**src/rtl/burst_route_pkg.sv**
```systemverilog
package burst_route_pkg;
  typedef enum logic [1:0] {
    DST_POLY = 2'd0,
    DST_CVT  = 2'd1,
    DST_MEM  = 2'd2
  } dest_e;

  typedef enum logic {
    ST_IDLE = 1'b0,
    ST_SEND = 1'b1
  } seq_state_e;
endpackage

```
**src/rtl/brt_decode.sv**
```systemverilog
module brt_decode
  import burst_route_pkg::*;
#(
  parameter int ADDR_W   = 32,
  parameter int DEC_AW   = 25,
  parameter int OFS_W    = 5,
  parameter int MEM_AW   = 23,
  parameter int CVT_BASE = 32'h0080_0000,
  parameter int MEM_BASE = 32'h0100_0000
) (
  input  logic [ADDR_W-1:0] addr,
  output dest_e             dest,
  output logic [MEM_AW-1:0] mem_addr,
  output logic              buf_sel
);
  localparam logic [DEC_AW-1:0] CVT_LIM = DEC_AW'(CVT_BASE);
  localparam logic [DEC_AW-1:0] MEM_LIM = DEC_AW'(MEM_BASE);

  logic [DEC_AW-1:0] eff;

  always_comb begin
    eff = {addr[DEC_AW-1:OFS_W], {OFS_W{1'b0}}};
    if (eff < CVT_LIM)      dest = DST_POLY;
    else if (eff < MEM_LIM) dest = DST_CVT;
    else                    dest = DST_MEM;
    mem_addr = eff[MEM_AW-1:0];
    buf_sel  = addr[OFS_W];
  end
endmodule

```
**src/rtl/brt_stage_sel.sv**
```systemverilog
module brt_stage_sel #(
  parameter int WORDS  = 8,
  parameter int WORD_W = 32
) (
  input  logic                    sel,
  input  logic [WORDS*WORD_W-1:0] buf_a,
  input  logic [WORDS*WORD_W-1:0] buf_b,
  output logic [WORDS*WORD_W-1:0] data
);
  for (genvar w = 0; w < WORDS; w++) begin : g_word
    assign data[w*WORD_W +: WORD_W] = sel ? buf_b[w*WORD_W +: WORD_W]
                                          : buf_a[w*WORD_W +: WORD_W];
  end
endmodule

```
**src/rtl/brt_seq.sv**
```systemverilog
module brt_seq
  import burst_route_pkg::*;
#(
  parameter int WORDS = 8,
  localparam int CNT_W = (WORDS > 1) ? $clog2(WORDS) : 1
) (
  input  logic             clk,
  input  logic             rst_n,
  input  logic             start,
  input  logic             serial,
  input  logic             beat_done,
  output logic             busy,
  output logic [CNT_W-1:0] cnt
);
  localparam logic [CNT_W-1:0] LAST = CNT_W'(WORDS - 1);

  seq_state_e       state_q, state_d;
  logic [CNT_W-1:0] cnt_q, cnt_d;
  logic             cnt_en;

  always_comb begin
    state_d = state_q;
    cnt_d   = cnt_q;
    cnt_en  = 1'b0;
    case (state_q)
      ST_IDLE: if (start) begin
        state_d = ST_SEND;
        cnt_d   = '0;
        cnt_en  = 1'b1;
      end
      ST_SEND: if (beat_done) begin
        if (!serial || cnt_q == LAST) begin
          state_d = ST_IDLE;
        end else begin
          cnt_d  = cnt_q + 1'b1;
          cnt_en = 1'b1;
        end
      end
      default: state_d = ST_IDLE;
    endcase
  end

  always_ff @(posedge clk or negedge rst_n) begin
    if (!rst_n) state_q <= ST_IDLE;
    else        state_q <= state_d;
  end

  always_ff @(posedge clk or negedge rst_n) begin
    if (!rst_n)      cnt_q <= '0;
    else if (cnt_en) cnt_q <= cnt_d;
  end

  assign busy = (state_q == ST_SEND);
  assign cnt  = cnt_q;

  a_r8_no_restart: assert property (@(posedge clk) disable iff (!rst_n)
    busy && !beat_done |=> busy);
endmodule

```
**src/rtl/burst_router.sv**
```systemverilog
module burst_router
  import burst_route_pkg::*;
#(
  parameter int ADDR_W   = 32,
  parameter int WORDS    = 8,
  parameter int WORD_W   = 32,
  parameter int DEC_AW   = 25,
  parameter int MEM_AW   = 23,
  parameter int CVT_BASE = 32'h0080_0000,
  parameter int MEM_BASE = 32'h0100_0000,
  localparam int BURST_W = WORDS * WORD_W,
  localparam int OFS_W   = $clog2(BURST_W / 8),
  localparam int CNT_W   = (WORDS > 1) ? $clog2(WORDS) : 1
) (
  input  logic              clk,
  input  logic              rst_n,
  input  logic              in_valid,
  output logic              in_ready,
  input  logic [ADDR_W-1:0] in_addr,
  input  logic              in_word_mode,
  input  logic [BURST_W-1:0] stage_a,
  input  logic [BURST_W-1:0] stage_b,
  output logic              poly_valid,
  input  logic              poly_ready,
  output logic [BURST_W-1:0] poly_data,
  output logic              cvt_valid,
  input  logic              cvt_ready,
  output logic [BURST_W-1:0] cvt_data,
  output logic              mwide_valid,
  input  logic              mwide_ready,
  output logic [MEM_AW-1:0] mwide_addr,
  output logic [BURST_W-1:0] mwide_data,
  output logic              mword_valid,
  input  logic              mword_ready,
  output logic [MEM_AW-1:0] mword_addr,
  output logic [WORD_W-1:0] mword_data
);
  localparam int BYTE_SH = $clog2(WORD_W / 8);

  dest_e              dec_dest, dest_q;
  logic [MEM_AW-1:0]  dec_maddr, base_q;
  logic               dec_sel;
  logic [BURST_W-1:0] sel_data, data_q;
  logic               serial_q;
  logic               busy, start, beat_done;
  logic [CNT_W-1:0]   cnt;

  brt_decode #(
    .ADDR_W(ADDR_W), .DEC_AW(DEC_AW), .OFS_W(OFS_W), .MEM_AW(MEM_AW),
    .CVT_BASE(CVT_BASE), .MEM_BASE(MEM_BASE)
  ) u_dec (
    .addr(in_addr), .dest(dec_dest), .mem_addr(dec_maddr), .buf_sel(dec_sel)
  );

  brt_stage_sel #(.WORDS(WORDS), .WORD_W(WORD_W)) u_sel (
    .sel(dec_sel), .buf_a(stage_a), .buf_b(stage_b), .data(sel_data)
  );

  assign in_ready = !busy;
  assign start    = in_valid && in_ready;

  always_ff @(posedge clk or negedge rst_n) begin
    if (!rst_n) begin
      dest_q   <= DST_POLY;
      serial_q <= 1'b0;
      base_q   <= '0;
      data_q   <= '0;
    end else if (start) begin
      dest_q   <= dec_dest;
      serial_q <= (dec_dest == DST_MEM) && in_word_mode;
      base_q   <= dec_maddr;
      data_q   <= sel_data;
    end
  end

  brt_seq #(.WORDS(WORDS)) u_seq (
    .clk(clk), .rst_n(rst_n), .start(start), .serial(serial_q),
    .beat_done(beat_done), .busy(busy), .cnt(cnt)
  );

  always_comb begin
    poly_valid  = busy && (dest_q == DST_POLY);
    cvt_valid   = busy && (dest_q == DST_CVT);
    mwide_valid = busy && (dest_q == DST_MEM) && !serial_q;
    mword_valid = busy && (dest_q == DST_MEM) && serial_q;
    beat_done   = (poly_valid && poly_ready) || (cvt_valid && cvt_ready) ||
                  (mwide_valid && mwide_ready) || (mword_valid && mword_ready);
    poly_data   = data_q;
    cvt_data    = data_q;
    mwide_data  = data_q;
    mwide_addr  = base_q;
    mword_addr  = base_q + MEM_AW'({cnt, {BYTE_SH{1'b0}}});
    mword_data  = data_q[cnt*WORD_W +: WORD_W];
  end

  a_r8_one_port: assert property (@(posedge clk) disable iff (!rst_n)
    $onehot0({poly_valid, cvt_valid, mwide_valid, mword_valid}));

  a_r8_busy_blocks: assert property (@(posedge clk) disable iff (!rst_n)
    start |=> !in_ready);

  a_r9_poly_hold: assert property (@(posedge clk) disable iff (!rst_n)
    poly_valid && !poly_ready |=> poly_valid && $stable(poly_data));

  a_r9_word_hold: assert property (@(posedge clk) disable iff (!rst_n)
    mword_valid && !mword_ready |=>
      mword_valid && $stable(mword_data) && $stable(mword_addr));

  a_r7_addr_step: assert property (@(posedge clk) disable iff (!rst_n)
    mword_valid && mword_ready && (cnt != CNT_W'(WORDS - 1)) |=>
      mword_valid && (mword_addr == $past(mword_addr) + MEM_AW'(WORD_W / 8)));
endmodule

```
**config.mk**
```make
export PLATFORM = sky130hd
export DESIGN_NAME = burst_router
export DESIGN_NICKNAME = d
export VERILOG_FILES = /design/src/rtl/burst_route_pkg.sv /design/src/rtl/brt_decode.sv /design/src/rtl/brt_stage_sel.sv /design/src/rtl/brt_seq.sv /design/src/rtl/burst_router.sv
export SDC_FILE = /design/constraint.sdc
export NUM_CORES = 1
export LEC_CHECK = 0
export BUFFER_PORTS_ARGS = -buffer_cell sky130_fd_sc_hd__buf_2
export CAP_MARGIN = 40
export CORE_AREA = 2 2 549 551
export DETAILED_ROUTE_END_ITERATION = 7
export DIE_AREA = 0 0 551 553
export SLEW_MARGIN = 20
export SYNTH_ARGS = -nofsm -noshare
export SYNTH_HDL_FRONTEND = slang
export SYNTH_HIERARCHICAL = 1
export SYNTH_SLANG_ARGS = --single-unit
```
**constraint.sdc**
```tcl
create_clock -name clk -period 2.2 [get_ports clk]
set_input_delay 0.44 -clock clk [delete_from_list [all_inputs] [get_ports clk]]
set_output_delay 0.44 -clock clk [all_outputs]
set_load 0.01 [all_outputs]
```
Word level (Yosys, flattened, before mapping)
Cells that the tools add are included.
- register bits: 281
- bits in latches: 0
- bits in writable memories: 0
- memory bits (read-only): 0
- output and inout port bits: 851
- memories: 0
- $add $sub $neg: 2
- $mul: 0
- div/mod/pow operators: 0
- magnitude comparators: 2
- equality and inequality tests: 7
- shifts and indexed selects: 1
- multiplexer cells: 20
- bitwise logic cells: 1
- reductions and logical operators: 19
- operators by type and width (operator ; count):
    32-bit two-way mux ; 8
    256-bit by 9-bit indexed part select with 32-bit output ; 1
    25-bit by 24-bit < comparator with 1-bit output, second input constant ; 1
    25-bit < comparator, second input constant ; 1
    23-bit by 5-bit adder with 23-bit output ; 1
    1-bit logical AND ; 11
    3-bit two-way mux ; 3
    2-bit inequality test, second input constant ; 3
    3-bit case mux with 2 select lines ; 1
    2-bit equality test, second input constant ; 2
    1-bit logical OR ; 4
    1-bit two-way mux ; 4
    2-bit two-way mux ; 2
    1-bit case mux with 2 select lines ; 2
    4-bit AND reduction ; 1
    3-bit by 1-bit adder with 3-bit output, second input constant ; 1
    3-bit equality test, second input constant ; 1
    2-bit by 1-bit equality test with 1-bit output, second input constant ; 1
    1-bit logical NOT ; 2
    2-bit logical NOT ; 1
    1-bit NOT ; 1

Logic depth before layout (Yosys ltp)
Gate-level depths: netlist (run 1).
- word-level depth: 9
- depth in mapped cells: 7

Hierarchy
Netlist (run 1), hierarchy kept.
- modules (own cells, without submodules) (module ; instances ; cells an instance ; area each (µm²)):
    burst_router ; 1 ; 1293 ; 16858.7
    brt_stage_sel ; 1 ; 284 ; 3188.1
    brt_seq ; 1 ; 19 ; 214.0
    brt_decode ; 1 ; 27 ; 193.9

Least setup slack after synthesis (run 1)
OpenSTA, ideal clock, no wires.
- kind: register to output
- start: register, netlist name mwide_addr[2]
- end: output mword_addr[12]
- arrival: 1.599 ns
- path slack: 0.161 ns
- cell stages (with the launch flop): 7
- cell sequence: dfrtp_1 ha_1 fa_1 a21oi_1 nor3_1 nand3_1 xnor2_1
- RTL lines (element ; RTL line ; text):
    end, declared ; burst_router.sv:35 ; output logic [MEM_AW-1:0] mword_addr,

Worst setup path in the final report (run 1)
- start: register u_seq.cnt_q[0] (netlist: u_seq/cnt[0])
- end: output mword_addr[22]
- longest elaborated chain between the ends: 1
- ends and longest elaborated chain (element ; RTL line ; text):
    start, declared ; brt_seq.sv:18 ; logic [CNT_W-1:0] cnt_q, cnt_d;
    start signal, assigned ; brt_seq.sv:50 ; else if (cnt_en) cnt_q <= cnt_d;
    23-bit by 5-bit adder with 23-bit output ; burst_router.sv:92 ; mword_addr = base_q + MEM_AW'({cnt, {BYTE_SH{1'b0}}});
No other way between the ends.

==> reports/qor.txt, run 1 <==
Avg Inst Size Synth - 12.6 um^2
First-pass GRT wire length - 259000 um
Compound-Gate Fraction of Synth Area - 0.398%
Number of flops mapped to enable cells by yosys - 0
Status - complete, but fails checks
Crit path DAT - 2.68 ns
Leading area contributor after synthesis - dfrtp_1
Total track usage - 13.8%
Core box area - 299000 um^2
# IOs - 1403
Largest net degree at the start of global routing - 50
LEAKAGE - 14.6 nW
Vias in the first global route - 18800
Synth Area in XOR/XNOR - 0.814%
Synth-to-Final Area Change - 63.0%
Vias - 20000
Failing checks - setup timing
CP Cell Sequence - ha_4 > fa_2 > a21o_4 > nand4_1 > buf_4 > xnor2_2 > buf_2
Initial DRC count - 1713
Post-Synth Simple-Gate Area - 1.23%
Met1 usage - 16.5%
Worst path bufs/invs - 2
Std cell rows - 201
Yosys top cell area share - 35.0%
Final WL - 220000 um
Min-Delay Path Class - input port to flop
Ys flop type - dfrtp_1
Initial antenna violation count - 273
CP Data Required Time - 1.76 ns
Die Wd - 551 um
Startpoint types - flop
Fmax - 321 MHz
Layout cells sized above 1 - 87.5%
Syn Std Cell Area - 20500 um^2
Post-Layout Cell Count - 6944
Largest cells by area after synthesis - dfrtp_1 35%, mux2_2 30%, buf_4 20%
CTS Buf Count - 41
DR WL/cell - 31.7 um
Final worst-path cycle share - 142%
Most common cell after layout, fill and taps aside - buf_2
Placer Congestion - 0.952
# setup viols final - 52
Pins Over Slew Limit - 0
Max stage delay cell, worst path - dfrtp_4
Layer with the highest usage - met2
Met2 Track Usage GR - 21.1%
Clock transition at the registers of the reported paths - 0.06 ns
Area after DPL - 30700 um^2
Power per cell area - 1670 nW/um^2
Post-route DRC - 0
Die height - 553 um
CTS Buffer Depth - 3
M3 GR Usage - 5.81%
Register bit total from synthesis - 286
Setup crit end kind - output pin
Clock insertion delay at the later pin of the skew report - 0.65 ns
Sequential area share after synthesis - 35.0%
Final ANT Viol Nets - 0
CTS tree - built
Largest family of logic cells by synthesized area - multiplexers
Clock Skews - 0.0440 ns
Synth unique cells - 38
Post-synth ARST share - 100%
Mux contribution to synthesized area - 39.4%
Most frequent cells in the layout - 1360 x buf_2, 545 x mux2_2, 325 x buf_4, 276 x dfrtp_1, 55 x mux4_2
Grt ovf - 0
Post-route setup slack - -0.920 ns
CTS sink cnt - 286
Vias/cell - 2.88
Kind of critical path - flop to output pin
IO buf count - 1390
Final instance area - 33400 um^2
VDD IR-drop max - 0.764 mV
MaxCap Viol Count - 0
RSZ-0062 raised after global routing - yes
Actual slew at the worst max-slew pin - 0.861 ns
Initial Utilization - 6.85%
Cells after synthesis - 1623
H-tree depth - 2
Nets - 3385
Final hold viol count - 0
Min Clock Period, post-route - 3.12 ns
Die area - 305000 um^2
Root Buffer - clkbuf_16
Critical-path maximum fanout - 3
Fraction of the mapped netlist area in adder cells - 0.404%
DR pass1 iterations - 5
Crit path max-delay family - adder cells
Dpl hpwl - 199000 um
Slew HR - 42.6%
Slowest cell delay on critical path - 0.56 ns
Dpl cells - 6706
Synth warn - 6
logic make-up (layout without fill, tap and decap cells):
family	after synthesis	after routing
flops	286	286
xor+xnor	19	19
other cells	1	133
mux	635	635
simple gates	40	40
fa+ha+maj	6	6
compound gates	14	14
buf+inv	622	1853
flip-flops by register name, indices dropped and copies added, names as in the netlist:
signal,cells
u_seq/cnt,3
cvt_data,256
dest_q,2
serial_q,1
mwide_addr,23
u_seq/busy,1
worst reg2reg max path, cell delays in order (launching register included):
cell	delay [ns]
dfrtp_4	0.56
buf_12	0.19
buf_6	0.18
ha_1	0.21
ha_1	0.19
nand4b_4	0.20
o211ai_1	0.11
o21ai_0	0.13
buf_4	0.17
power by group:
group | switching, mW | internal, mW | total (mW) | leakage [nW]
sequential | 3.33 | 7.97 | 11.3 | 3.35
combinational | 22.6 | 14.8 | 37.4 | 10.6
clock | 3.08 | 3.94 | 7.02 | 0.653
Yosys cell counts (3+ instances only):
cell and count:
a21oi_1 3, and3_1 4, buf_1 5, buf_2 37, buf_4 539, buf_6 32, dfrtp_1 286, ha_1 5
inv_1 5, mux2_2 553, mux2_4 17, mux4_1 31, mux4_2 33, nand2_1 7, nand3_1 8, nand4_1 5
nor2_1 4, o211ai_1 3, o21ai_0 6, xnor2_1 13, xor2_1 6
metrics by stage:
stage / utilization [%] / setup TNS [ns] / power (mW) / setup slack (ns) / hold WS (ns)
2_1_floorplan: - / 0 / 28.4 / 0.161 / 0.144
5_1_grt: 11.1 / -44.39 / 58.2 / -1.01 / 0.0519
4_1_cts: 11.0 / -44.83 / 56.5 / -1.00 / 0.000823
3_5_place_dp: 10.3 / -9.49 / 47.8 / -0.397 / 0.492
3_3_place_gp: 10.3 / -9.19 / 47.9 / -0.403 / 0.494
6_report: 11.2 / -38.91 / 55.8 / -0.920 / 0.0946
layout make-up:
class / count / area [um^2]
antenna: 128 / 320
fill: 34300 / 265000
inverter: 5 / 18.8
multi-input combinational: 719 / 8990
clock inverter: 22 / 240
sequential: 286 / 7180
clock buffer: 52 / 1110
tap: 3958 / 4950
timing repair buffer: 1774 / 10500
routing by layer:
metal  wire length, um  vias up  part of all wire [%]
met3             24300      501                    11
met5               537        -                  0.24
met4             11000       78                   5.0
li1                  -     7772                     -
met1             88800     9935                    40
met2             95300     1715                    43
what timing repair did:
| item | in CTS | in global routing |
|---|---|---|
| hold buffers | 17 | 0 |
| pin swaps | 21 | 14 |
| gates resized for setup | 135 | 25 |
| hold endpoints to repair | 39 | 0 |
| cloned | 1 | 0 |
| buffers inserted | 18 | 4 |
| endpoints found under the setup margin | 67 | 52 |
worst paths after layout:
path                            slack, ns        endpoint  depth (start not counted)          start
worst max-delay path                -0.92  mword_addr[22]                          7   u_seq/cnt[0]
worst min-delay path                 0.09        serial_q                          3   in_word_mode
worst max register to register       0.15    u_seq/cnt[2]                          8   u_seq/cnt[0]
worst min register to register       0.59   cvt_data[134]                          1  cvt_data[134]
max in group asynchronous            1.01   cvt_data[249]                          3          rst_n
min in group asynchronous            0.38   cvt_data[243]                          2          rst_n
Power figures use the tool's default switching activity.
==> run 2, diff against run 1 <==
Settings changed: CORE_AREA 2 2 549 551 to 5 5 546 548, PLACE_DENSITY set to 0.34.
Clock period 2.2 ns to 2.65 ns, I/O delays scaled along.
==> reports/qor.txt, run 2 (synthesis gave the netlist of run 1 again) <==
Status - complete, but fails checks
Failing checks - setup timing
Vias in the first global route - 18400 (-2.1%)
Largest net degree at the start of global routing - 47 (-6.0%)
Final ANT Viol Nets - 0 (unchanged)
Synth-to-Final Area Change - 55.7%
Power per cell area - 1270 nW/um^2 (-24%)
Setup crit end kind - output pin
Die area - 305000 um^2 (unchanged)
Min Clock Period, post-route - 3.18 ns
CP Data Required Time - 2.12 ns (+0.36 ns)
Core box area - 293000 um^2 (-2.1%)
Die Wd - 551 um (unchanged)
Worst path depth - 5 (-2)
Worst path bufs/invs - 3 (+1)
Fmax - 314 MHz
Dpl hpwl - 160000 um (-20%)
IO buf count - 1390 (unchanged)
RSZ-0062 raised after global routing - yes
Tot Pwr - 40.5 mW (-27%)
Vias - 18200 (-8.9%)
Initial DRC count - 1022 (-40%)
Crit path max-delay family - multiplexers
CTS tree - built
Slew HR - 61.9% (+19 points)
CTS sink cnt - 286 (unchanged)
Final hold viol count - 0 (unchanged)
LEAKAGE - 13.9 nW (-4.7%)
Max stage delay cell, worst path - mux4_1
Min-Delay Path Class - input port to flop
Critical-path maximum fanout - 16 (+13)
DR pass1 iterations - 4 (-1)
Crit path DAT - 2.65 ns (-0.03 ns)
DR WL/cell - 27.2 um (-14%)
Initial antenna violation count - 220 (-19%)
CTS Buffer Depth - 3 (unchanged)
Reg2Reg Depth - 4 (-4)
Post-route DRC - 0 (unchanged)
Startpoint types - flop
Std cell rows - 199 (-1.0%)
Max reg flops - 256 (unchanged)
Most frequent cells in the layout - 1377 x buf_2, 548 x mux2_2, 280 x dfrtp_1, 160 x buf_4, 49 x mux4_2
Die height - 553 um (unchanged)
Grt ovf - 0 (unchanged)
H-tree depth - 2 (unchanged)
Final WL - 181000 um (-18%)
Most common cell after layout, fill and taps aside - buf_2
Post-route setup slack - -0.530 ns (+0.390 ns)
Actual slew at the worst max-slew pin - 0.572 ns (-0.290 ns)
Pins Over Slew Limit - 0 (unchanged)
Clock transition at the registers of the reported paths - 0.05 ns (about the same)
Root Buffer - clkbuf_16
Clock Skews - 0.0333 ns (-0.0107 ns)
Kind of critical path - flop to output pin
Slowest cell delay on critical path - 0.56 ns (about the same)
Clock insertion delay at the later pin of the skew report - 0.68 ns (+0.03 ns)
Nets - 3221 (-4.8%)
# setup viols final - 51 (-1.9%)
Vias/cell - 2.74 (-5.0%)
CP Cell Sequence - buf_12 > buf_6 > mux4_1 > mux2_4 > buf_2
Hold Crit Depth - 2 (-1)
Initial Utilization - 6.99% (+0.15 points)
VDD IR-drop max - 0.532 mV (-30%)
# IOs - 1403 (unchanged)
Final worst-path cycle share - 120%
First-pass GRT wire length - 220000 um (-15%)
MaxCap Viol Count - 0 (unchanged)
CTS Buf Count - 45 (+9.8%)
Fin util - 10.9% (-0.28 points)
Placer Congestion - 0.896 (-5.9%)
Layout cells sized above 1 - 86.4% (-1.2 points)
Total track usage - 11.3% (-2.5 points)
==> run 2: cell type report <==
cell class                      count  area, um^2
Fill cell                       33700      261000
Sequential cell                   286        7170
Clock buffer                       62        1280
Tap cell                         3919        4900
Timing Repair Buffer             1606        9190
Multi-Input combinational cell    719        8900
Inverter                            5        18.8
Clock inverter                     19         264
Antenna cell                       44         110
==> run 2: timing repair <==
| item | CTS | global route |
|---|---|---|
| setup buffers | 11 | 8 |
| setup endpoints to repair | 52 | 55 |
| pin swaps | 18 | 16 |
| hold endpoints to repair | 28 | 0 |
| resized for setup | 81 | 25 |
| gates cloned | 1 | 1 |
| hold buffers | 12 | 0 |
==> run 2: path summary, 6_finish.rpt <==
check / startpoint / endpoint / slack, ns
setup / recovery: u_seq/cnt[0] / mword_data[17] / -0.53
hold / removal: in_addr[17] / mwide_addr[17] / 0.13
setup reg to reg: u_seq/busy / cvt_data[77] / 0.57
hold reg to reg: mwide_addr[1] / mwide_addr[1] / 0.54
max in group asynchronous: rst_n / cvt_data[97] / 1.38
min in group asynchronous: rst_n / cvt_data[29] / 0.35
==> run 2: worst reg2reg max path: cells and delay by family, from the launching register on <==
kind                   cells  cell delay [ns]
multiplexers               1             0.41
flip-flops                 1             0.49
AND/OR/NAND/NOR            1             0.50
buffers and inverters      2             0.56
==> run 2: stage by stage <==
step	setup TNS, ns	setup WS [ns]	area, um^2	hold slack (ns)	std cells
2_1_floorplan	0	0.521	20500	0.234	1627
3_3_place_gp	-0.257	-0.126	29500	0.482	6503
3_5_place_dp	-0.253	-0.108	29500	0.480	6503
4_1_cts	-27.19	-0.680	31600	0.00171	6608
5_1_grt	-26.33	-0.671	31800	0.0429	6633
6_report	-18.24	-0.530	31800	0.126	6660
==> run 2: power by group <==
group | total, mW | internal, mW | switching (mW)
Sequential | 10.6 | 6.60 | 4.05
Clock | 6.50 | 3.94 | 2.56
Combinational | 23.3 | 10.5 | 12.8
==> run 2: per-layer routing <==
metal  vias to the layer above  part of all wire [%]  GRT usage (%)
li1                       7336                     -              -
met1                      8907                    37           12.5
met2                      1392                    46           19.1
met3                       461                    12           5.23
met4                       122                   4.3           3.40
met5                         -                  0.45              0
==> run 3, diff against run 2 <==
Settings changed: HOLD_SLACK_MARGIN set to 0.05, RECOVER_POWER set to 100, SLEW_MARGIN 20 to unset.
==> reports/qor.txt, run 3 (synthesis gave the netlist of run 1 again) <==
CTS sink cnt - 286 (unchanged)
Power per cell area - 1260 nW/um^2 (-0.86%)
Vias - 18300 (+0.33%)
Worst path bufs/invs - 3 (unchanged)
Clock insertion delay at the later pin of the skew report - 0.68 ns (about the same)
Psw - 19.6 mW (+0.97%)
Largest net degree at the start of global routing - 47 (unchanged)
Reg2Reg Depth - 4 (unchanged)
Hold wc startpoint - stage_b[169]
Sw frac - 50.7% (+2.8 points)
Area occupied by multi-input gates - 8890 um^2 (about the same)
Synth-to-Final Area Change - 49.7%
Crit path max-delay family - multiplexers
Total track usage - 11.3% (about the same)
LEAKAGE - 11.7 nW (-16%)
CTS tree - built
Setup TNS - -56.57 ns (-38.33 ns)
FF+latch area - 7170 um^2 (about the same)
Filler cells - 34200 (+1.5%)
DR pass1 iterations - 5 (+1)
Fmax - 313 MHz (-0.34%)
Dpl cells - 6503 (unchanged)
CP Data Required Time - 2.12 ns (about the same)
Met2 wire length - 84200 um (+0.15%)
Final hold viol count - 0 (unchanged)
Root Buffer - clkbuf_16
CP startpoint - u_seq/cnt[0]
Actual slew at the worst max-slew pin - 1.60 ns (+1.03 ns)
Clock transition at the registers of the reported paths - 0.07 ns (+0.02 ns)
Sequential Power Share - 27.9% (+1.6 points)
Failing checks - capacitance limit, slew limit, setup timing
Tot Pwr - 38.6 mW (-4.6%)
Place WS - -0.108 ns (unchanged)
Dpl hpwl - 160000 um (unchanged)
Min Clock Period, post-route - 3.19 ns (+0.0110 ns)
Std cell rows - 199 (unchanged)
MaxCap Viol Count - 1 (+1)
IO buf count - 1390 (unchanged)
Fin util - 10.5% (-0.42 points)
Highest metal used - met5
Kind of critical path - flop to output pin
Cell internal pwr - 19.0 mW (-9.8%)
Pins Over Slew Limit - 10 (+10)
Min-Delay Path Class - input port to flop
CTS Buf Count - 45 (unchanged)
Core box area - 293000 um^2 (unchanged)
Nets - 3229 (+0.25%)
Crit path DAT - 2.66 ns (about the same)
DR WL/cell - 27.2 um (+0.19%)
Wl on met1 - 66400 um (-0.36%)
Die height - 553 um (unchanged)
Most frequent cells in the layout - 784 x clkbuf_1, 677 x buf_2, 548 x mux2_2, 282 x dfrtp_1, 60 x buf_4
Reg2reg setup slack - -0.23 ns (-0.80 ns)
Die Wd - 551 um (unchanged)
Grt ovf - 0 (unchanged)
Startpoint types - flop
Critical-path maximum fanout - 16 (unchanged)
Worst r2r dst - cvt_data[77]
Max reg flops - 256 (unchanged)
Post-Layout Cell Count - 6665 (+0.075%)
H-tree depth - 2 (unchanged)
Vias in the first global route - 18400 (+0.082%)
First-pass GRT wire length - 220000 um (about the same)
Most common cell after layout, fill and taps aside - clkbuf_1
# IOs - 1403 (unchanged)
Max stage delay cell, worst path - mux4_1
Setup crit end kind - output pin
Final ANT Viol Nets - 0 (unchanged)
Final worst-path cycle share - 120% (+0.41 points)
WL met3 - 22000 um (+2.0%)
Slowest cell delay on critical path - 0.56 ns (about the same)
Post-route DRC - 0 (unchanged)
Hold Crit Depth - 3 (+1)
Area after DPL - 29500 um^2 (unchanged)
CTS Buffer Depth - 3 (unchanged)
Initial DRC count - 983 (-3.8%)
Critical register-to-register path startpoint - u_seq/busy
Vias/cell - 2.74 (+0.25%)
RSZ-0062 raised after global routing - yes
Placer Congestion - 0.896 (unchanged)
Status - complete, but fails checks
Hold Path Sink - cvt_data[169]
Initial antenna violation count - 218 (-0.91%)
Final WL - 181000 um (+0.26%)
# setup viols final - 303 (+490%)
CP Cell Sequence - buf_12 > buf_6 > mux4_1 > mux2_4 > buf_2
Clk pwr share - 16.9% (+0.8 points)
Gate power share - 55.3% (-2.3 points)
Die area - 305000 um^2 (unchanged)
Initial Utilization - 6.99% (unchanged)
Post-route setup slack - -0.541 ns (-0.0110 ns)
Layout cells sized above 1 - 57.3% (-29 points)
Fin Hold WS - 0.205 ns (+0.0796 ns)
Slew HR - -7.12% (-69 points)
Final instance area - 30600 um^2 (-3.8%)
Clock Skews - 0.0348 ns (+0.00150 ns)
VDD IR-drop max - 0.515 mV (-3.2%)
-- run 3: power groups by stage --
stage	sequential, mW	clock (mW)	combinational [mW]
final	10.7	6.50	21.3
after global routing	11.0	6.98	22.8
after global placement	10.6	0	23.3
after CTS	10.7	6.88	23.9
after detailed placement	10.7	0	23.2
after floorplan	9.95	0	13.7
-- run 3: worst max path at each step --
stage,end,cells after the start
global route,mword_addr[22],7
CTS,mword_addr[22],7
detailed placement,mword_addr[22],7
floorplan,mword_addr[12],6
global placement,mword_addr[12],7
finish,mword_data[17],5
-- run 3: worst register-to-register path, stage by stage (launching register included) --
cell and delay [ns]:
dfrtp_1 0.50, nor2b_1 1.25, buf_12 0.29, buf_12 0.31
mux2_2 0.41
-- run 3: timing repair --
item | CTS | global route
endpoints found under the hold margin | 54 | 0
hold buffers | 20 | 0
endpoints found under the setup margin | 52 | 55
pin swaps | 18 | 16
resized for setup | 81 | 25
buffers inserted | 11 | 8
gates cloned | 1 | 1
-- run 3: layout make-up --
type                       count  area share (%)
antenna                       41           0.335
clock buffer                  62            4.18
clock inverter                19           0.862
inverter                       5          0.0613
multi-input combinational    719            29.0
sequential                   286            23.4
tap                         3919            16.0
timing repair buffer        1614            26.1
-- run 3: metal layers --
| layer | global-route usage [%] | vias to the layer above |
|---|---|---|
| met5 | 0 | - |
| met4 | 3.41 | 122 |
| met3 | 5.24 | 468 |
| met2 | 19.0 | 1419 |
| met1 | 12.5 | 8906 |
| li1 | - | 7363 |
